## config.mk

```make
export PLATFORM = sky130hd
export DESIGN_NAME = led_blink_core
export DESIGN_NICKNAME = d
export VERILOG_FILES = /design/src/rtl/led_blink_pkg.sv /design/src/rtl/led_step_gen.sv /design/src/rtl/led_pwm_gen.sv /design/src/rtl/led_regfile.sv /design/src/rtl/led_out_mux.sv /design/src/rtl/led_blink_core.sv
export SDC_FILE = /design/constraint.sdc
export NUM_CORES = 1
export LEC_CHECK = 0
export BUFFER_PORTS_ARGS = -buffer_cell sky130_fd_sc_hd__buf_2
export CORE_MARGIN = 4
export CORE_UTILIZATION = 48
export CTS_CLUSTER_SIZE = 20
export DETAILED_ROUTE_END_ITERATION = 10
export GPL_TIMING_DRIVEN = 0
export PLACE_DENSITY = 0.68
export SLEW_MARGIN = 40
export SYNTH_ARGS = -nofsm -noshare
export SYNTH_HDL_FRONTEND = slang
export SYNTH_SLANG_ARGS = --single-unit
export TNS_END_PERCENT = 1
```

## constraint.sdc

```tcl
create_clock -name clk_i -period 2.2 [get_ports clk_i]
set_clock_uncertainty 0.2 [all_clocks]
set_input_delay 0.44 -clock clk_i [delete_from_list [all_inputs] [get_ports clk_i]]
set_output_delay 0.44 -clock clk_i [all_outputs]
set_load 0.03 [all_outputs]
```

## src/rtl/led_blink_pkg.sv

```systemverilog
package led_blink_pkg;
  localparam int unsigned NUM_LED  = 16;
  localparam int unsigned NUM_GEN  = 2;
  localparam int unsigned CFG_REGS = 8;

  typedef enum logic [1:0] {
    SEL_OFF = 2'b00,
    SEL_ON  = 2'b01,
    SEL_G0  = 2'b10,
    SEL_G1  = 2'b11
  } led_sel_e;

  localparam logic [3:0] ADDR_PIN_LO = 4'd0;
  localparam logic [3:0] ADDR_PIN_HI = 4'd1;
  localparam logic [3:0] ADDR_CFG0   = 4'd2;
  localparam logic [3:0] ADDR_LAST   = 4'd9;
endpackage

```

## src/rtl/led_step_gen.sv

```systemverilog
module led_step_gen #(
  parameter int unsigned BASE_DIV = 1221
) (
  input  logic clk_i,
  input  logic rst_ni,
  output logic step_o
);
  generate
    if (BASE_DIV <= 1) begin : g_every
      assign step_o = 1'b1;
    end else begin : g_div
      localparam int unsigned CW = $clog2(BASE_DIV);
      localparam logic [CW-1:0] LAST = CW'(BASE_DIV - 1);
      logic [CW-1:0] cnt_q;
      always_ff @(posedge clk_i or negedge rst_ni) begin
        if (!rst_ni)            cnt_q <= '0;
        else if (cnt_q == LAST) cnt_q <= '0;
        else                    cnt_q <= cnt_q + 1'b1;
      end
      assign step_o = (cnt_q == LAST);
    end
  endgenerate
endmodule

```

## src/rtl/led_pwm_gen.sv

```systemverilog
module led_pwm_gen (
  input  logic       clk_i,
  input  logic       rst_ni,
  input  logic       step_i,
  input  logic [7:0] psc_i,
  input  logic [7:0] duty_i,
  output logic       on_o
);
  logic [7:0] pre_q;
  logic [7:0] phase_q;

  // >= lets a lowered prescaler take effect at once
  always_ff @(posedge clk_i or negedge rst_ni) begin
    if (!rst_ni) begin
      pre_q   <= '0;
      phase_q <= '0;
    end else if (step_i) begin
      if (pre_q >= psc_i) begin
        pre_q   <= '0;
        phase_q <= phase_q + 1'b1;
      end else begin
        pre_q <= pre_q + 1'b1;
      end
    end
  end

  assign on_o = (phase_q < duty_i);

  p_phase_hold_r6: assert property (@(posedge clk_i) disable iff (!rst_ni)
    !step_i |=> $stable(phase_q));
  p_phase_one_step_r6: assert property (@(posedge clk_i) disable iff (!rst_ni)
    step_i |=> (phase_q == $past(phase_q)) || (phase_q == $past(phase_q) + 8'd1));
endmodule

```

## src/rtl/led_regfile.sv

```systemverilog
module led_regfile
  import led_blink_pkg::*;
#(
  parameter int unsigned SYNC_STAGES = 2
) (
  input  logic                            clk_i,
  input  logic                            rst_ni,
  input  logic                            addr_load_i,
  input  logic [3:0]                      addr_i,
  input  logic                            wr_en_i,
  input  logic [7:0]                      wdata_i,
  input  logic                            rd_en_i,
  input  logic [NUM_LED-1:0]              pin_i,
  output logic [7:0]                      rdata_o,
  output logic [NUM_GEN-1:0][7:0]         psc_o,
  output logic [NUM_GEN-1:0][7:0]         duty_o,
  output logic [NUM_LED-1:0][1:0]         sel_o
);
  logic [7:0]                         cfg_q [CFG_REGS];
  logic [3:0]                         ptr_q;
  logic [3:0]                         eff_addr;
  logic [3:0]                         next_addr;
  logic [2:0]                         eff_idx;
  logic [2:0]                         ptr_idx;
  logic                               cfg_hit;
  logic [SYNC_STAGES-1:0][NUM_LED-1:0] sync_q;
  logic [NUM_LED-1:0]                 pin_s;
  logic [CFG_REGS*8-1:0]              cfg_flat;

  assign eff_addr  = addr_load_i ? ((addr_i > ADDR_LAST) ? 4'd0 : addr_i) : ptr_q;
  assign next_addr = (eff_addr == ADDR_LAST) ? 4'd0 : eff_addr + 4'd1;
  // addresses 2..9 map onto 0..7 modulo 8
  assign eff_idx   = eff_addr[2:0] - 3'd2;
  assign ptr_idx   = ptr_q[2:0] - 3'd2;
  assign cfg_hit   = (eff_addr >= ADDR_CFG0);

  always_ff @(posedge clk_i or negedge rst_ni) begin
    if (!rst_ni) begin
      ptr_q <= '0;
    end else if (wr_en_i || rd_en_i) begin
      ptr_q <= next_addr;
    end else if (addr_load_i) begin
      ptr_q <= eff_addr;
    end
  end

  always_ff @(posedge clk_i or negedge rst_ni) begin
    if (!rst_ni) begin
      for (int i = 0; i < CFG_REGS; i++) cfg_q[i] <= '0;
    end else if (wr_en_i && cfg_hit) begin
      cfg_q[eff_idx] <= wdata_i;
    end
  end

  always_ff @(posedge clk_i or negedge rst_ni) begin
    if (!rst_ni) sync_q <= '0;
    else         sync_q <= {sync_q[SYNC_STAGES-2:0], pin_i};
  end
  assign pin_s = sync_q[SYNC_STAGES-1];

  always_comb begin
    case (ptr_q)
      ADDR_PIN_LO: rdata_o = pin_s[7:0];
      ADDR_PIN_HI: rdata_o = pin_s[15:8];
      default:     rdata_o = cfg_q[ptr_idx];
    endcase
  end

  genvar g, k, c;
  generate
    for (g = 0; g < NUM_GEN; g++) begin : g_gen_map
      assign psc_o[g]  = cfg_q[2*g];
      assign duty_o[g] = cfg_q[2*g+1];
    end
    for (k = 0; k < NUM_LED; k++) begin : g_sel_map
      assign sel_o[k] = cfg_q[4 + k/4][2*(k%4) +: 2];
    end
    for (c = 0; c < CFG_REGS; c++) begin : g_flat
      assign cfg_flat[8*c +: 8] = cfg_q[c];
    end
  endgenerate

  p_ptr_range_r3: assert property (@(posedge clk_i) disable iff (!rst_ni)
    ptr_q <= ADDR_LAST);
  p_ptr_wrap_r3: assert property (@(posedge clk_i) disable iff (!rst_ni)
    (wr_en_i && !addr_load_i && ptr_q == ADDR_LAST) |=> (ptr_q == 4'd0));
  p_ro_ignored_r4: assert property (@(posedge clk_i) disable iff (!rst_ni)
    (wr_en_i && eff_addr < ADDR_CFG0) |=> $stable(cfg_flat));
  p_idle_hold_r2: assert property (@(posedge clk_i) disable iff (!rst_ni)
    !wr_en_i |=> $stable(cfg_flat));
endmodule

```

## src/rtl/led_out_mux.sv

```systemverilog
module led_out_mux
  import led_blink_pkg::*;
(
  input  logic                    clk_i,
  input  logic                    rst_ni,
  input  logic [NUM_LED-1:0][1:0] sel_i,
  input  logic [NUM_GEN-1:0]      gen_on_i,
  output logic [NUM_LED-1:0]      led_o
);
  genvar k;
  generate
    for (k = 0; k < NUM_LED; k++) begin : g_led
      logic on_d;
      always_comb begin
        case (led_sel_e'(sel_i[k]))
          SEL_ON:  on_d = 1'b1;
          SEL_G0:  on_d = gen_on_i[0];
          SEL_G1:  on_d = gen_on_i[1];
          default: on_d = 1'b0;
        endcase
      end
      always_ff @(posedge clk_i or negedge rst_ni) begin
        if (!rst_ni) led_o[k] <= 1'b1;
        else         led_o[k] <= ~on_d;
      end

      p_off_high_r5: assert property (@(posedge clk_i) disable iff (!rst_ni)
        (sel_i[k] == SEL_OFF) |=> led_o[k]);
      p_on_low_r5: assert property (@(posedge clk_i) disable iff (!rst_ni)
        (sel_i[k] == SEL_ON) |=> !led_o[k]);
    end
  endgenerate
endmodule

```

## src/rtl/led_blink_core.sv

```systemverilog
module led_blink_core
  import led_blink_pkg::*;
#(
  parameter int unsigned BASE_DIV    = 1221,
  parameter int unsigned SYNC_STAGES = 2
) (
  input  logic        clk_i,
  input  logic        rst_ni,
  input  logic        addr_load_i,
  input  logic [3:0]  addr_i,
  input  logic        wr_en_i,
  input  logic [7:0]  wdata_i,
  input  logic        rd_en_i,
  output logic [7:0]  rdata_o,
  input  logic [15:0] pin_i,
  output logic [15:0] led_o
);
  logic [NUM_GEN-1:0][7:0] psc;
  logic [NUM_GEN-1:0][7:0] duty;
  logic [NUM_LED-1:0][1:0] sel;
  logic [NUM_GEN-1:0]      gen_on;
  logic                    step;

  led_regfile #(.SYNC_STAGES(SYNC_STAGES)) u_regs (
    .clk_i, .rst_ni, .addr_load_i, .addr_i, .wr_en_i, .wdata_i, .rd_en_i,
    .pin_i, .rdata_o, .psc_o(psc), .duty_o(duty), .sel_o(sel)
  );

  led_step_gen #(.BASE_DIV(BASE_DIV)) u_step (
    .clk_i, .rst_ni, .step_o(step)
  );

  genvar g;
  generate
    for (g = 0; g < NUM_GEN; g++) begin : g_pwm
      led_pwm_gen u_pwm (
        .clk_i, .rst_ni, .step_i(step),
        .psc_i(psc[g]), .duty_i(duty[g]), .on_o(gen_on[g])
      );
    end
  endgenerate

  led_out_mux u_mux (
    .clk_i, .rst_ni, .sel_i(sel), .gen_on_i(gen_on), .led_o
  );

  generate
    for (g = 0; g < NUM_LED; g++) begin : g_chk
      p_duty_zero_dark_r7: assert property (@(posedge clk_i) disable iff (!rst_ni)
        ((sel[g] == SEL_G0 && duty[0] == 8'd0) || (sel[g] == SEL_G1 && duty[1] == 8'd0))
        |=> led_o[g]);
    end
  endgenerate
endmodule

```

==> flow_summary.ini, run 1 <==
[worst_setup_path]
start_kind = flop
critical_path.max_stage_delay_ps = 420
critPathKind = flop to output port
arrival_ps = 2140
end_kind = output port
path_common_cell = buf_12
cp.required_ps = 1560
worstRegToRegCells = 4
critPathBufInv = 4
critPathSlowestCell = dfrtp_2
crit_family = buffers and inverters
crit_chain = buf_12 > buf_12 > buf_2 > nand2_1 > o211ai_1 > o2111ai_2 > o21ai_4 > buf_6
cp.depth = 8
path_max_fanout = 10

[drt]
wl_um = 18200
vias = 5423
wl_per_cell_um = 18.7
first_pass_iters = 5
drc = 0
viasPerCell = 5.57
antenna_left = 0
drt_first_iter_violations = 388

[clock_tree]
cts_tree = yes
clkLatencyLatePin_ps = 430
cts_buffers = 17
cts.htree.levels = 4
clk_path_buf_depth = 2
path_clk_slew_ps = 60
root_buffer = clkbuf_16
cts.sinks = 159

[timing]
min_period_over_period_pct = 126
tightest_slew_ps = 543
max_freq_mhz = 360
slew_headroom_pct = 63.7
drv_slew = 0
setup_violations = 26
timing.final.ws_setup_ps = -575
hold_viol = 0
rsz0062_at_grt = yes
fin_crit_ps = 2780

[run]
drv_cap = 0

[pwr]
powerDensity_mw_per_mm2 = 1200
leakage_nw = 4.34
vdd_drop_max_mv = 0.656

[floorplan]
initial_utilization_pct = 48.8
num_rows = 46
fp.dieH_um = 135
boundaryPins = 57
coreArea_mm2 = 0.0158
design.die.area_mm2 = 0.0181
chipWidth_um = 135

[synth]
synth_compound_area_share_pct = 9.76
netlist_top_cells_area = dfrtp_1 47%, mux2_2 8.8%, ha_1 5.9%
netlist-cell-type-count = 62
synth-simple-area-share_pct = 11.0
synth_top_area_cell = dfrtp_1
synth-xor-area-share_pct = 3.42
synth.area.mux_share_pct = 14.1
synth_fa_ha_area_share_pct = 5.86
yosys_register_bits = 159
syn_nets = 716
netlist_area_mm2 = 0.00769
synthFlopType = dfrtp_1
yosysWarnings = 0
syn_inst = 647
synth-edff-count = 0
synth_top_family_by_area = multiplexers
avgSynthCellArea_um2 = 11.9
yosysTopAreaCellShare_pct = 46.5
ys_async_sr_fraction_pct = 100
seq_area_frac_synth_pct = 52.0

[global_routing]
grt_usage_pct = 21.0
antenna_found_initial = 0
grt_max_degree = 71
grt_pass1_wl_um = 29600
grt-ovfl-total = 0
first_global_vias = 5600

[finish]
final_common_cell = dfrtp_1
area_delta_synth_final_pct = 25.9
fin_nets = 813
drive_gt1_share_pct = 35.0
diodes = 0
stdcell_area_mm2 = 0.00968
mostFrequentLayoutCells = 137 x dfrtp_1, 60 x mux2_2, 50 x inv_1, 50 x buf_2
n_fill_cell = 1244

[hold_path]
min_path_type = input port to flop
whs_path_depth = 3

[placed_design]
placed_area_mm2 = 0.00841
dpl_worst_slack_ps = -737
port-buffer-count = 56
dpl.hpwl_um = 12600
gp_congestion = 0.858

[outcome]
violations = setup timing
run_status = finished with violations
[routing by layer]
metal	GRT usage, %	routed length, µm	vias up
li1	-	-	2526
met2	34.7	9190	137
met4	6.56	278	0
met1	27.9	7950	2735
met5	0	0	-
met3	4.55	796	25
[Yosys cell counts, types with 14 or more instances]
library cell,n
a31oi_1,33
dfrtp_1,143
dfstp_2,16
ha_1,36
inv_1,54
mux2_2,60
mux2i_1,16
nand2_1,32
nand3_1,21
nor2_1,24
o21ai_0,25
xnor2_1,14
xor2_1,16
[cell families (layout without fill, tap and decap cells)]
kind of cell,Yosys count,count (layout)
xor gates and xnor gates,30,30
buffers and inverters,75,185
AOI/OAI and AO/OA,111,111
and+or+nand+nor,148,148
adders and majority gates,36,36
muxes,88,88
DFF,159,159
[state kept, by name, summed over array words and instances, names as in the netlist, 16 cells and up]
signal	cells
u_regs.sync_q	16
u_mux.led_o	16
u_regs.sel_o	32
u_regs.psc_o	16
g_pwm.u_pwm.phase_q	16
u_regs.pin_s	16
g_pwm.u_pwm.pre_q	16
u_regs.duty_o	16
[what timing repair did]
| action | in CTS | in global routing |
|---|---|---|
| gates cloned | 1 | 0 |
| setup endpoints to repair | 87 | 88 |
| hold buffers | 17 | 0 |
| hold endpoints to repair | 50 | 0 |
| gates resized for setup | 69 | 39 |
| buffers inserted | 2 | 2 |
| pin swaps | 13 | 8 |
[through the flow]
step           hold slack [ps]  TNS, ps  cells  utilization [%]  total power, W
6_report                   140    -6110    973             61.4          0.0116
5_1_grt                    145    -8630    973             61.4          0.0122
4_1_cts                    130    -6080    972             60.5          0.0115
3_5_place_dp               131   -24990    921             53.3         0.00782
3_3_place_gp               132  -270820    919             52.9         0.00767
2_1_floorplan            -55.6    -2.21    647                -         0.00677
[worst paths after layout]
check,start,end,slack [ps]
min in group asynchronous,rst_ni,u_regs.sel_o[28]$_DFFE_PN0P_,270
max in group asynchronous,rst_ni,g_pwm[1].u_pwm.phase_q[5]$_DFFE_PN0P_,860
hold / removal,rd_en_i,u_regs.ptr_q[0]$_DFFE_PN0P_,140
setup reg to reg,u_regs.ptr_q[0]$_DFFE_PN0P_,u_regs.sel_o[19]$_DFFE_PN0P_,-130
setup / recovery,u_regs.ptr_q[0]$_DFFE_PN0P_,rdata_o[6],-580
hold reg to reg,u_regs.sync_q[13]$_DFF_PN0_,u_regs.pin_s[13]$_DFF_PN0_,150
[layout make-up]
type	count	area, µm²	share of cell area (%)
Inverter	54	203	2.09
Timing Repair Buffer	79	611	6.31
Sequential cell	159	4010	41.4
Multi-Input combinational cell	413	3740	38.7
Buffer	20	208	2.14
Clock buffer	19	453	4.68
Tap cell	216	270	2.79
Clock inverter	13	188	1.94
[worst reg2reg max path, delay by kind of cell, from the launching register on]
family	cells	cell delay, ps
compound gates	1	430
mux	1	390
simple gates	2	740
flops	1	450
[power breakdown]
| part | internal, W | switching, W | total [W] |
|---|---|---|---|
| Combinational | 0.00182 | 0.00223 | 0.00405 |
| Clock | 0.00196 | 0.00120 | 0.00316 |
| Sequential | 0.00379 | 0.000577 | 0.00437 |
| Total | 0.00757 | 0.00401 | 0.0116 |
(Power assumes the default switching activity.)
==> run 2, diff against run 1 <==
CORE_MARGIN = 2   (was 4)
==> run 2 against run 1 <==
The flow still finishes with violations (setup timing). Global-route usage is 1.3 points higher. Combinational power is 1% lower. Sequential share of layout area up 0.26 points. First-iteration DRC count decreased by 15%. Largest cell class unchanged. Highest routed layer unchanged.
==> flow_summary.ini, run 2 (synthesized netlist as in run 1, its figures left out) <==
[outcome]
run_status = finished with violations
violations = setup timing

[pwr]
vdd_drop_max_mv = 0.749
power.internal_w = 0.00750
p_sw_share_pct = 34.9
powerDensity_mw_per_mm2 = 1200
leakage_nw = 4.34
p_clk_share_pct = 27.4
p_comb_share_pct = 34.7
power_switching_w = 0.00403
p_seq_share_pct = 37.8

[placed_design]
dpl.hpwl_um = 12400
dp.cells = 921
gp_congestion = 0.833
dpl_worst_slack_ps = -629
port-buffer-count = 56

[finish]
diodes = 0
drive_gt1_share_pct = 33.7
largest_reg_flops = 32
area_delta_synth_final_pct = 25.1
n_fill_cell = 1267
final_common_cell = dfrtp_1
mostFrequentLayoutCells = 138 x dfrtp_1, 60 x mux2_2, 52 x inv_1
fin_cells = 972
fin_nets = 812

[floorplan]
design.die.area_mm2 = 0.0170
coreArea_mm2 = 0.0158
boundaryPins = 57
fp.dieH_um = 131
chipWidth_um = 131
num_rows = 46
initial_utilization_pct = 48.8

[timing]
tightest_slew_ps = 533
drv_slew = 0
min_period_over_period_pct = 127
hold_viol = 0
timing.final.ws_setup_ps = -601
max_freq_mhz = 357
setup_violations = 32
tns_ps = -5670
fin_crit_ps = 2800
rsz0062_at_grt = yes
slew_headroom_pct = 64.4

[clock_tree]
cts_tree = yes
cts_buffers = 17
clk_path_buf_depth = 2
path_clk_slew_ps = 60
clkLatencyLatePin_ps = 430
cts.sinks = 159
cts.htree.levels = 4
root_buffer = clkbuf_16

[drt]
drt_first_iter_violations = 331
antenna_left = 0
drc = 0
vias = 5459
wl_per_cell_um = 18.6
wl_um = 18000
first_pass_iters = 4
viasPerCell = 5.62

[worst_setup_path]
critPathBufInv = 2
r2r_start = u_regs.ptr_q[0]$_DFFE_PN0P_
path_max_fanout = 5
cp.required_ps = 1560
worstRegToRegCells = 4
critical_path.max_stage_delay_ps = 550
start_kind = flop
cp.depth = 5
cp-startpoint = u_regs.ptr_q[0]$_DFFE_PN0P_
crit_chain = buf_12 > mux4_2 > o31a_1 > a21oi_4 > buf_6
end_kind = output port
crit_family = multiplexers
arrival_ps = 2160
critPathKind = flop to output port
critPathSlowestCell = mux4_2

[global_routing]
grt_pass1_wl_um = 28800
antenna_found_initial = 0
grt-ovfl-total = 0
grt_max_degree = 65
first_global_vias = 5537
grt_usage_pct = 22.3

[run]
drv_cap = 0

[hold_path]
min_path_type = input port to flop
whs_path_depth = 3
hold_start = rd_en_i
[run 2: cell types whose count changed in the layout (fill, tap and decap cells not counted), moves of 3 or more]
cell      delta
a211oi_2     -3
clkbuf_8     -3
a211oi_1     +3
inv_6        +3
[run 2: repair_timing]
| action | CTS | global route |
|---|---|---|
| resized for setup | 57 | 44 |
| pin swaps | 9 | 6 |
| setup buffers | 2 | 0 |
| cloned | 1 | 0 |
| hold endpoints to repair | 59 | 0 |
| hold buffers | 17 | 0 |
| endpoints found under the setup margin | 81 | 93 |
[run 2: final cells by class]
class	count	area, µm²	share of cell area (%)
Multi-Input combinational cell	413	3700	38.4
Buffer	20	199	2.07
Clock buffer	17	425	4.42
Tap cell	216	270	2.81
Clock inverter	15	210	2.18
Sequential cell	159	4010	41.6
Timing Repair Buffer	78	611	6.35
Inverter	54	203	2.11
[run 2: per-layer routing]
layer,vias up,track usage [%],share of wire (%)
met5,-,0,0
li1,2522,-,-
met2,152,36.7,49
met1,2758,29.6,44
met3,27,5.09,4.6
met4,0,6.88,2.3
[run 2: worst min-delay path, delay by kind of cell]
kind                   cells  cell delay (ps)
XOR/XNOR                   1              130
buffers and inverters      1               70
AND/OR/NAND/NOR            1               70
[run 2: worst paths after layout]
check,to,slack (ps)
worst max-delay path,rdata_o[4],-600
worst min-delay path,u_regs.ptr_q[0]$_DFFE_PN0P_,130
worst max register to register,u_regs.sel_o[23]$_DFFE_PN0P_,-120
worst min register to register,u_regs.pin_s[6]$_DFF_PN0_,150
max in group asynchronous,u_mux.led_o[3]$_DFF_PN1_,540
min in group asynchronous,u_step.g_div.cnt_q[3]$_DFF_PN0_,280
[run 2: power by group through the flow]
stage	sequential, W	combinational, W	clock (W)
after CTS	0.00434	0.00384	0.00319
after global placement	0.00433	0.00333	0
after floorplan	0.00451	0.00227	0
after global routing	0.00446	0.00432	0.00331
after detailed placement	0.00437	0.00345	0
final	0.00436	0.00400	0.00316
[run 2: per-stage QoR]
step	instance area [µm²]	hold WS [ps]	utilization, %	power, W
global route	9620	149	61.0	0.0121
finish	9620	130	61.0	0.0115
CTS	9470	129	60.0	0.0114
detailed placement	8410	135	53.3	0.00782
floorplan	7800	-55.6	-	0.00677
global placement	8350	132	52.9	0.00766
